[config.mk]
export PLATFORM = sky130hd
export DESIGN_NAME = ext_irq_cond
export DESIGN_NICKNAME = d
export VERILOG_FILES = /design/src/rtl/ext_irq_pkg.sv /design/src/rtl/eic_sync.sv /design/src/rtl/eic_regfile.sv /design/src/rtl/eic_chan.sv /design/src/rtl/ext_irq_cond.sv
export SDC_FILE = /design/constraint.sdc
export NUM_CORES = 1
export LEC_CHECK = 0
export ABC_AREA = 1
export BUFFER_PORTS_ARGS = -buffer_cell sky130_fd_sc_hd__buf_2
export CELL_PAD_IN_SITES_DETAIL_PLACEMENT = 1
export CELL_PAD_IN_SITES_GLOBAL_PLACEMENT = 2
export CORE_AREA = 3 3 59 116
export DETAILED_ROUTE_END_ITERATION = 10
export DIE_AREA = 0 0 62 119
export MAX_ROUTING_LAYER = met4
export PLACE_DENSITY_LB_ADDON = 0.1
export SYNTH_ARGS = -nofsm -noshare
export SYNTH_HDL_FRONTEND = slang
export SYNTH_HIERARCHICAL = 1
export SYNTH_SLANG_ARGS = --single-unit
[constraint.sdc]
create_clock -name clk -period 1.2 [get_ports clk]
set_input_delay 0.24 -clock clk [delete_from_list [all_inputs] [get_ports clk]]
set_output_delay 0.24 -clock clk [all_outputs]
set_load 0.02 [all_outputs]
[src/rtl/ext_irq_pkg.sv]
package ext_irq_pkg;

    localparam int CFG_EN_BIT  = 16;
    localparam int CFG_LVL_BIT = 9;
    localparam int CFG_POL_BIT = 8;

    typedef struct packed {
        logic en;
        logic lvl;
        logic pol;
    } chan_cfg_t;

    typedef enum logic [2:0] {
        CH_IDLE,
        CH_REARM,
        CH_LEVEL,
        CH_WAIT,
        CH_FIRE
    } chan_state_t;

endpackage

[src/rtl/eic_sync.sv]
module eic_sync #(
    parameter int STAGES = 2
) (
    input  logic clk,
    input  logic rst_n,
    input  logic din,
    output logic dout
);
    logic [STAGES-1:0] chain_q;

    always_ff @(posedge clk or negedge rst_n) begin
        if (!rst_n) chain_q <= '0;
        else        chain_q <= {chain_q[STAGES-2:0], din};
    end

    assign dout = chain_q[STAGES-1];


    sync_shift_chk: assert property (@(posedge clk) disable iff (!rst_n)
        dout == $past(chain_q[STAGES-2]));

endmodule

[src/rtl/eic_regfile.sv]
module eic_regfile
    import ext_irq_pkg::*;
#(
    parameter int NUM_CH = 2,
    parameter int ADDR_W = 8,
    parameter int DATA_W = 32
) (
    input  logic              clk,
    input  logic              rst_n,
    input  logic              bus_en,
    input  logic              bus_we,
    input  logic [ADDR_W-1:0] bus_addr,
    input  logic [DATA_W-1:0] bus_wdata,
    output logic [DATA_W-1:0] bus_rdata,
    output chan_cfg_t         cfg   [NUM_CH],
    output logic [NUM_CH-1:0] cfg_chg
);
    localparam logic [DATA_W-1:0] CFG_MASK =
        (DATA_W'(1) << CFG_EN_BIT) | (DATA_W'(1) << CFG_LVL_BIT) | (DATA_W'(1) << CFG_POL_BIT);

    function automatic logic [ADDR_W-1:0] ch_addr(input int n);
        return ADDR_W'(4 + 4 * n);
    endfunction

    logic [NUM_CH-1:0] hit;

    for (genvar g = 0; g < NUM_CH; g++) begin : g_ch
        assign hit[g] = (bus_addr == ch_addr(g));

        always_ff @(posedge clk or negedge rst_n) begin
            if (!rst_n) begin
                cfg[g]     <= '0;
                cfg_chg[g] <= 1'b0;
            end else begin
                cfg_chg[g] <= bus_en && bus_we && hit[g];
                if (bus_en && bus_we && hit[g]) begin
                    cfg[g].en  <= bus_wdata[CFG_EN_BIT];
                    cfg[g].lvl <= bus_wdata[CFG_LVL_BIT];
                    cfg[g].pol <= bus_wdata[CFG_POL_BIT];
                end
            end
        end
    end

    always_comb begin
        bus_rdata = '0;
        for (int n = 0; n < NUM_CH; n++) begin
            if (hit[n]) begin
                bus_rdata[CFG_EN_BIT]  = cfg[n].en;
                bus_rdata[CFG_LVL_BIT] = cfg[n].lvl;
                bus_rdata[CFG_POL_BIT] = cfg[n].pol;
            end
        end
    end


    rsvd_zero_chk: assert property (@(posedge clk) disable iff (!rst_n)
        (bus_rdata & ~CFG_MASK) == '0);


    global_zero_chk: assert property (@(posedge clk) disable iff (!rst_n)
        (bus_addr == '0) |-> (bus_rdata == '0));

endmodule

[src/rtl/eic_chan.sv]
module eic_chan
    import ext_irq_pkg::*;
(
    input  logic      clk,
    input  logic      rst_n,
    input  logic      pin_sync,
    input  chan_cfg_t cfg,
    input  logic      cfg_chg,
    output logic      req
);
    chan_state_t state_q, state_d;
    logic        norm;
    logic        prev_q;

    // Fold the four trigger types into active-high level / rising edge.
    assign norm = pin_sync ^ (cfg.lvl ? ~cfg.pol : cfg.pol);

    always_ff @(posedge clk or negedge rst_n) begin
        if (!rst_n) begin
            state_q <= CH_IDLE;
            prev_q  <= 1'b0;
        end else begin
            state_q <= state_d;
            prev_q  <= norm;
        end
    end

    always_comb begin
        state_d = state_q;
        unique case (state_q)
            CH_IDLE:  state_d = CH_IDLE;
            CH_REARM: state_d = !cfg.en ? CH_IDLE : (cfg.lvl ? CH_LEVEL : CH_WAIT);
            CH_LEVEL: state_d = CH_LEVEL;
            CH_WAIT:  state_d = (norm && !prev_q) ? CH_FIRE : CH_WAIT;
            CH_FIRE:  state_d = CH_WAIT;
            default:  state_d = CH_IDLE;
        endcase
        if (cfg_chg)      state_d = CH_REARM;
        else if (!cfg.en) state_d = CH_IDLE;
    end

    always_comb begin
        req = 1'b0;
        unique case (state_q)
            CH_LEVEL: req = cfg.en && cfg.lvl && norm;
            CH_FIRE:  req = cfg.en && !cfg.lvl;
            default:  req = 1'b0;
        endcase
    end


    chg_rearm_chk: assert property (@(posedge clk) disable iff (!rst_n)
        cfg_chg |=> (state_q == CH_REARM));


    rearm_quiet_chk: assert property (@(posedge clk) disable iff (!rst_n)
        (state_q == CH_REARM) |-> !req);


    fire_one_cycle_chk: assert property (@(posedge clk) disable iff (!rst_n)
        (state_q == CH_FIRE) |=> (state_q != CH_FIRE));


    idle_consistent_chk: assert property (@(posedge clk) disable iff (!rst_n)
        (state_q == CH_IDLE) |-> (!cfg.en || cfg_chg));

endmodule

[src/rtl/ext_irq_cond.sv]
module ext_irq_cond
    import ext_irq_pkg::*;
#(
    parameter int NUM_CH      = 2,
    parameter int ADDR_W      = 8,
    parameter int DATA_W      = 32,
    parameter int SYNC_STAGES = 2
) (
    input  logic              clk,
    input  logic              rst_n,
    input  logic              bus_en,
    input  logic              bus_we,
    input  logic [ADDR_W-1:0] bus_addr,
    input  logic [DATA_W-1:0] bus_wdata,
    output logic [DATA_W-1:0] bus_rdata,
    input  logic [NUM_CH-1:0] irq_pin,
    output logic [NUM_CH-1:0] irq_req
);
    chan_cfg_t         cfg [NUM_CH];
    logic [NUM_CH-1:0] cfg_chg;
    logic [NUM_CH-1:0] pin_sync;

    eic_regfile #(
        .NUM_CH(NUM_CH),
        .ADDR_W(ADDR_W),
        .DATA_W(DATA_W)
    ) u_regs (
        .clk      (clk),
        .rst_n    (rst_n),
        .bus_en   (bus_en),
        .bus_we   (bus_we),
        .bus_addr (bus_addr),
        .bus_wdata(bus_wdata),
        .bus_rdata(bus_rdata),
        .cfg      (cfg),
        .cfg_chg  (cfg_chg)
    );

    for (genvar g = 0; g < NUM_CH; g++) begin : g_chan
        eic_sync #(.STAGES(SYNC_STAGES)) u_sync (
            .clk  (clk),
            .rst_n(rst_n),
            .din  (irq_pin[g]),
            .dout (pin_sync[g])
        );

        eic_chan u_chan (
            .clk     (clk),
            .rst_n   (rst_n),
            .pin_sync(pin_sync[g]),
            .cfg     (cfg[g]),
            .cfg_chg (cfg_chg[g]),
            .req     (irq_req[g])
        );
    end

endmodule

==> results_dict.tcl, run 1 <==
set metrics [dict create \
    status "finished with violations" \
    violations "setup timing" \
    grt_pass1_wl_um 5685 \
    vias_per_cell 3.797 \
    coreArea_sq_um 6056 \
    cts_max_level 1 \
    die_height_um 119 \
    fin_skew_ns 0.001752 \
    dp.cells 299 \
    maxSlewViolCount 0 \
    netlist_instances 173 \
    detailedRoute.firstPassIterationCount 4 \
    dpl.hpwl_um 2875 \
    seq_area_frac_synth 0.3799 \
    ant_nets 0 \
    path_clk_slew_ns 0.05 \
    grt_max_degree 21 \
    drt-initial-drc-count 40 \
    routedWlPerCell_um 11.42 \
    final_hold_viol_count 0 \
    critPathKind "flip-flop to primary output" \
    cts_buffers 3 \
    cts_root_buf "clkbuf_16" \
    end_kind "primary output" \
    via_count 1196 \
    cts_tree "done" \
    setup_viol 6 \
    synth-seq-cells 20 \
    clk_path_buf_depth 2 \
    ioPinCount 80 \
    final_nets 279 \
    dp_slack_ns -0.1942 \
    synthesis.area_sq_um 1318 \
    clkSinkCount 20 \
    crit_arrival_ns 1.31 \
    antennaDiodeCount 0 \
    total_leakage_power_uw 0.001022 \
    die-area_sq_um 7378 \
    area_growth_syn_to_layout_pct 51.95 \
    post-synth-top-area-cell "dfrtp_1" \
    fill_cells 749 \
    finalCriticalPeriod_ns 1.555 \
    fin_ws_ns -0.3548 \
    grt_pass1_vias 1283 \
    synthTopCellsByArea "dfrtp_1 (38%), buf_4 (17%), nand2_1 (13%)" \
    initial_utilization 0.2176 \
    instances_no_fill 315 \
    remaining_drc_errors 0 \
    track_usage 0.1040 \
    die_w_um 62 \
    antenna_found_initial 0 \
    gp_congestion 0.7220 \
    power.density_nw_per_um2 826.8 \
    total_power_uw 1655 \
    ff_latch_area_sq_um 504.2 \
    rsz0062_at_grt "yes" \
    clock.fmax_mhz 643.2 \
    yosys_warnings 6 \
    cp_max_fo 3 \
    synth_top_area_share 0.3799 \
    drv_cap 0 \
    grt_overflow 0 \
    crit_required_ns 0.96 \
    insertion_delay_ns 0.25 \
    start_kind "flip-flop" \
    io_buffers 21 \
    routed_wl_um 3597 \
    drive_gt1_frac 0.4762 \
    vdd_drop_max_v 0.0003342 \
    hold_path_class "input port to flip-flop" \
    finalCritPeriodShare 1.296 \
    multiInputGateArea_sq_um 750.7 \
    fp-row-count 40 \
    synth_cell_types 16 \
    avgSynthCellArea_sq_um 7.616 \
]
[Yosys cell counts (all sizes together)]
cell type and n:
a21oi 2, buf 29, conb 1, dfrtp 20, inv 26, nand2 49, nand3 23, nor2 15
nor3 4, nor3b 2, o21ai 2
[per-stage QoR]
stage / TNS [ns] / area [sq um] / utilization / hold slack, ns
after floorplan: -0.02843 / 1438 / - / -0.05559
after global placement: -0.6268 / 1595 / 0.2634 / 0.2253
after detailed placement: -0.8657 / 1595 / 0.2634 / 0.2394
after CTS: -1.049 / 1923 / 0.3176 / 0.09086
after global routing: -1.534 / 2002 / 0.3306 / 0.08967
final: -1.012 / 2002 / 0.3306 / 0.09536
[worst max-delay path, cell delays in order (launching register included)]
cell     delay [ns]
dfrtp_1        0.41
inv_2          0.08
nand2_1        0.06
nand3_2        0.08
nand2_1        0.06
inv_2          0.06
nand3_2        0.07
o21ai_4        0.13
buf_6          0.13
[registers in the layout (all words and copies together) (netlist names)]
register,flops
u_regs/cfg_chg,2
u_regs/cfg,6
g_chan.u_chan/state_q,6
g_chan.u_chan/prev_q,2
g_chan.u_sync/chain_q,4
[cell families (layout without fill, tap and decap cells)]
family          Yosys count  after routing  synth area share
simple gates             93             93            0.3571
buf+inv                  55             85            0.2393
flops                    20             20            0.3799
compound gates            4              4           0.02090
other cells               1             29          0.002846
[report_power, final]
group | internal (uW) | switching [uW] | leakage (uW)
combinational | 98.3 | 183 | 0.000725
sequential | 691 | 12.9 | 0.000260
clock | 439 | 232 | 0.0000370
total | 1230 | 427 | 0.00102
[metal layers]
metal,global-route usage,wire length (um),vias to the layer above
met2,0.1981,2252,32
met1,0.09953,1138,575
met5,-,0,-
li1,-,-,585
met3,0.01302,133,4
met4,0.03187,73,0
[cells in the final DEF, fill, tap and decap left out]
master,instances
nand2_1,34
buf_4,31
conb_1,29
inv_1,17
dfrtp_1,17
nand2_2,13
nand3_1,13
buf_6,13
buf_2,9
nor2_1,8
inv_2,7
nor2_4,7
nand3_2,6
nand3_4,4
nor3_2,4
clkbuf_16,3
dfrtp_2,3
o21ai_4,2
nand2_4,2
buf_8,2
inv_4,2
a21oi_1,1
nor3b_1,1
a21oi_2,1
nor3b_2,1
dlygate4sd3_1,1
[final timing paths]
path,from,end,slack [ns],depth (start not counted)
max,g_chan[1].u_sync/chain_q[1],irq_req[1],-0.35,8
min in group asynchronous,rst_n,g_chan[1].u_chan/prev_q,0.49,2
max in group asynchronous,rst_n,u_regs/cfg[4],0.35,2
max reg2reg,u_regs/cfg[0],g_chan[1].u_chan/state_q[0],-0.01,10
min,irq_pin[0],g_chan[0].u_sync/chain_q[0],0.1,1
min reg2reg,g_chan[1].u_sync/chain_q[0],g_chan[1].u_sync/chain_q[1],0.35,0
[final cells by class]
class                      instances  area share
inverter                          26     0.05125
timing repair buffer              56      0.2319
sequential                        20      0.2519
clock buffer                       3     0.03750
tap                               84     0.05250
multi-input combinational        126      0.3750
[timing repair]
action | CTS | global route
resized for setup | 47 | 19
endpoints found under the hold margin | 20 | 0
endpoints found under the setup margin | 5 | 10
hold buffers | 1 | 0
pin swaps | 18 | 10
setup buffers | 12 | 2
Note: power is estimated with default switching activity, not from simulation.
==> inputs of run 2 (changes only) <==
==> constraint.sdc (replaced) <==
create_clock -name clk -period 1.2 [get_ports clk]
set_input_delay 0.24 -clock clk [delete_from_list [all_inputs] [get_ports clk]]
set_output_delay 0.24 -clock clk [all_outputs]
set_load 0.05 [all_outputs]
==> run 2 against run 1 <==
The run still ends with setup timing left. Clock power up 3.7%. Total power up 6.5%. Cell area down 5.7%. Register-to-register slack worse by 0.02 ns. Flip-flop and latch count unchanged. Critical path type unchanged. Critical endpoint unchanged. Highest routed layer unchanged.
==> results_dict.tcl, run 2 (synthesized netlist as in run 1, its figures left out) <==
set metrics [dict create \
    path_clk_slew_ns 0.06 \
    finalCriticalPeriod_ns 1.642 \
    final_nets 277 \
    routed_wl_um 3493 \
    final.setup.tns_ns -1.599 \
    die_w_um 62 \
    clock.fmax_mhz 608.8 \
    start_kind "flip-flop" \
    dp.cells 299 \
    p_sw_uw 554.4 \
    vdd_drop_max_v 0.0003637 \
    power.density_nw_per_um2 934.4 \
    p_sw_frac 0.3144 \
    via_count 1202 \
    fin_skew_ns 0.001693 \
    reg2reg_depth 10 \
    initial_utilization 0.2176 \
    cts_max_level 1 \
    detailedRoute.firstPassIterationCount 4 \
    r2r-start "g_chan[1].u_sync/chain_q[1]" \
    cp_max_fo 3 \
    final_hold_viol_count 0 \
    antennaDiodeCount 0 \
    crit_chain "inv_2 > nand2_1 > nand3_2 > nand2_2 > inv_2 > nand3_2 > o21ai_4 > buf_6" \
    comb_power_share 0.207 \
    met3_length_um 132 \
    final_area_sq_um 1887 \
    total_power_uw 1763 \
    ioPinCount 80 \
    setup_viol 6 \
    finalCritPeriodShare 1.369 \
    clk_path_buf_depth 2 \
    final_common_cell "nand2_1" \
    track_usage 0.1054 \
    ff_latch_area_sq_um 501.7 \
    crit_arrival_ns 1.40 \
    min-delay-start "irq_pin[0]" \
    violations "setup timing" \
    io_buffers 21 \
    area_growth_syn_to_layout_pct 43.21 \
    drv_cap 0 \
    fp-row-count 40 \
    vias_per_cell 3.840 \
    cp-startpoint "g_chan[1].u_sync/chain_q[1]" \
    grt_pass1_vias 1305 \
    drt-initial-drc-count 8 \
    routedWlPerCell_um 11.16 \
    status "finished with violations" \
    die-area_sq_um 7378 \
    layout_common_cells "nand2_1 (36), conb_1 (29), buf_4 (27), dfrtp_1 (19), inv_1 (18)" \
    wl_met2_um 2130 \
    maxSlewViolCount 0 \
    grt_pass1_wl_um 5685 \
    cts_buffers 3 \
    end_kind "primary output" \
    coreArea_sq_um 6056 \
    grt_max_degree 21 \
    seq_power_share 0.399 \
    critPathKind "flip-flop to primary output" \
    critPathMaxStageDelay_ns 0.40 \
    fill_cells 742 \
    gp_congestion 0.7780 \
    total_leakage_power_uw 0.0009912 \
    reg.largest.list "g_chan.u_chan/state_q (6), u_regs/cfg (6), g_chan.u_sync/chain_q (4)" \
    fin_ws_ns -0.4424 \
    wl_met1_um 1138 \
    dpl_cell_area_sq_um 1603 \
    cts_root_buf "clkbuf_16" \
    insertion_delay_ns 0.25 \
    crit_required_ns 0.96 \
    remaining_drc_errors 0 \
    grt_overflow 0 \
    whs_ns 0.08812 \
    multiInputGateArea_sq_um 690.7 \
    instances_no_fill 313 \
    worst_path_max_delay_cell "dfrtp_1" \
    p_int_uw 1209 \
    topRoutingLayerUsed "met4" \
    cts_tree "done" \
    antenna_found_initial 0 \
    rsz0062_at_grt "yes" \
    die_height_um 119 \
    dpl.hpwl_um 2855 \
    drive_gt1_frac 0.4367 \
    pwr-share-clk 0.394 \
    hold_depth 1 \
    clkSinkCount 20 \
    hold_path_class "input port to flip-flop" \
    ant_nets 0 \
]
-- run 2: cell types whose count changed in the layout (fill, tap and decap cells not counted), moves of 2 or more --
cell	before	now
buf_4	31	27
nor2_4	7	2
nor2_2	0	3
buf_6	13	7
nand3_4	4	2
dfrtp_1	17	19
buf_2	9	16
dfrtp_2	3	1
nor2_1	8	10
nand2_1	34	36
inv_4	2	0
-- run 2: layout make-up --
type                            instances  area share
Multi-Input combinational cell        126      0.3660
Sequential cell                        20      0.2659
Timing Repair Buffer                   54      0.2208
Tap cell                               84     0.05570
Inverter                               26     0.05172
Clock buffer                            3     0.03979
-- run 2: critical path: cells and delay by family, from the launching register on --
kind	cells	cell delay, ns
compound gates	1	0.16
simple gates	4	0.28
buf+inv	3	0.30
flops	1	0.40
-- run 2: path summary, 6_finish.rpt --
| path | endpoint | slack [ns] |
|---|---|---|
| min in group asynchronous | g_chan[1].u_chan/prev_q | 0.48 |
| hold / removal | g_chan[0].u_sync/chain_q[0] | 0.09 |
| max in group asynchronous | u_regs/cfg[5] | 0.36 |
| hold reg to reg | g_chan[1].u_sync/chain_q[1] | 0.35 |
| setup reg to reg | g_chan[1].u_chan/state_q[0] | -0.03 |
| setup / recovery | irq_req[1] | -0.44 |
-- run 2: metrics by stage --
stage | setup slack, ns | util
5_1_grt | -0.5196 | 0.3116
4_1_cts | -0.4297 | 0.2990
3_3_place_gp | -0.2238 | 0.2647
6_report | -0.4424 | 0.3116
2_1_floorplan | -0.1515 | -
3_5_place_dp | -0.2889 | 0.2647
-- run 2: power groups by stage --
| stage | combinational (uW) | sequential [uW] | clock (uW) |
|---|---|---|---|
| floorplan | 324 | 712 | 0 |
| global placement | 323 | 713 | 0 |
| detailed placement | 330 | 714 | 0 |
| CTS | 347 | 703 | 727 |
| global route | 392 | 705 | 749 |
| finish | 365 | 704 | 695 |
-- run 2: metal layers --
layer	vias to the layer above	track usage
met2	35	0.1890
met1	575	0.09993
li1	587	-
met3	5	0.01518
met4	0	0.05578
met5	-	-
-- run 2: repair_timing --
| item | 4_1_cts | 5_1_grt |
|---|---|---|
| buffers inserted | 6 | 4 |
| resized for setup | 24 | 14 |
| endpoints found under the hold margin | 20 | 0 |
| endpoints found under the setup margin | 5 | 10 |
| hold buffers | 1 | 0 |
| pin swaps | 2 | 3 |
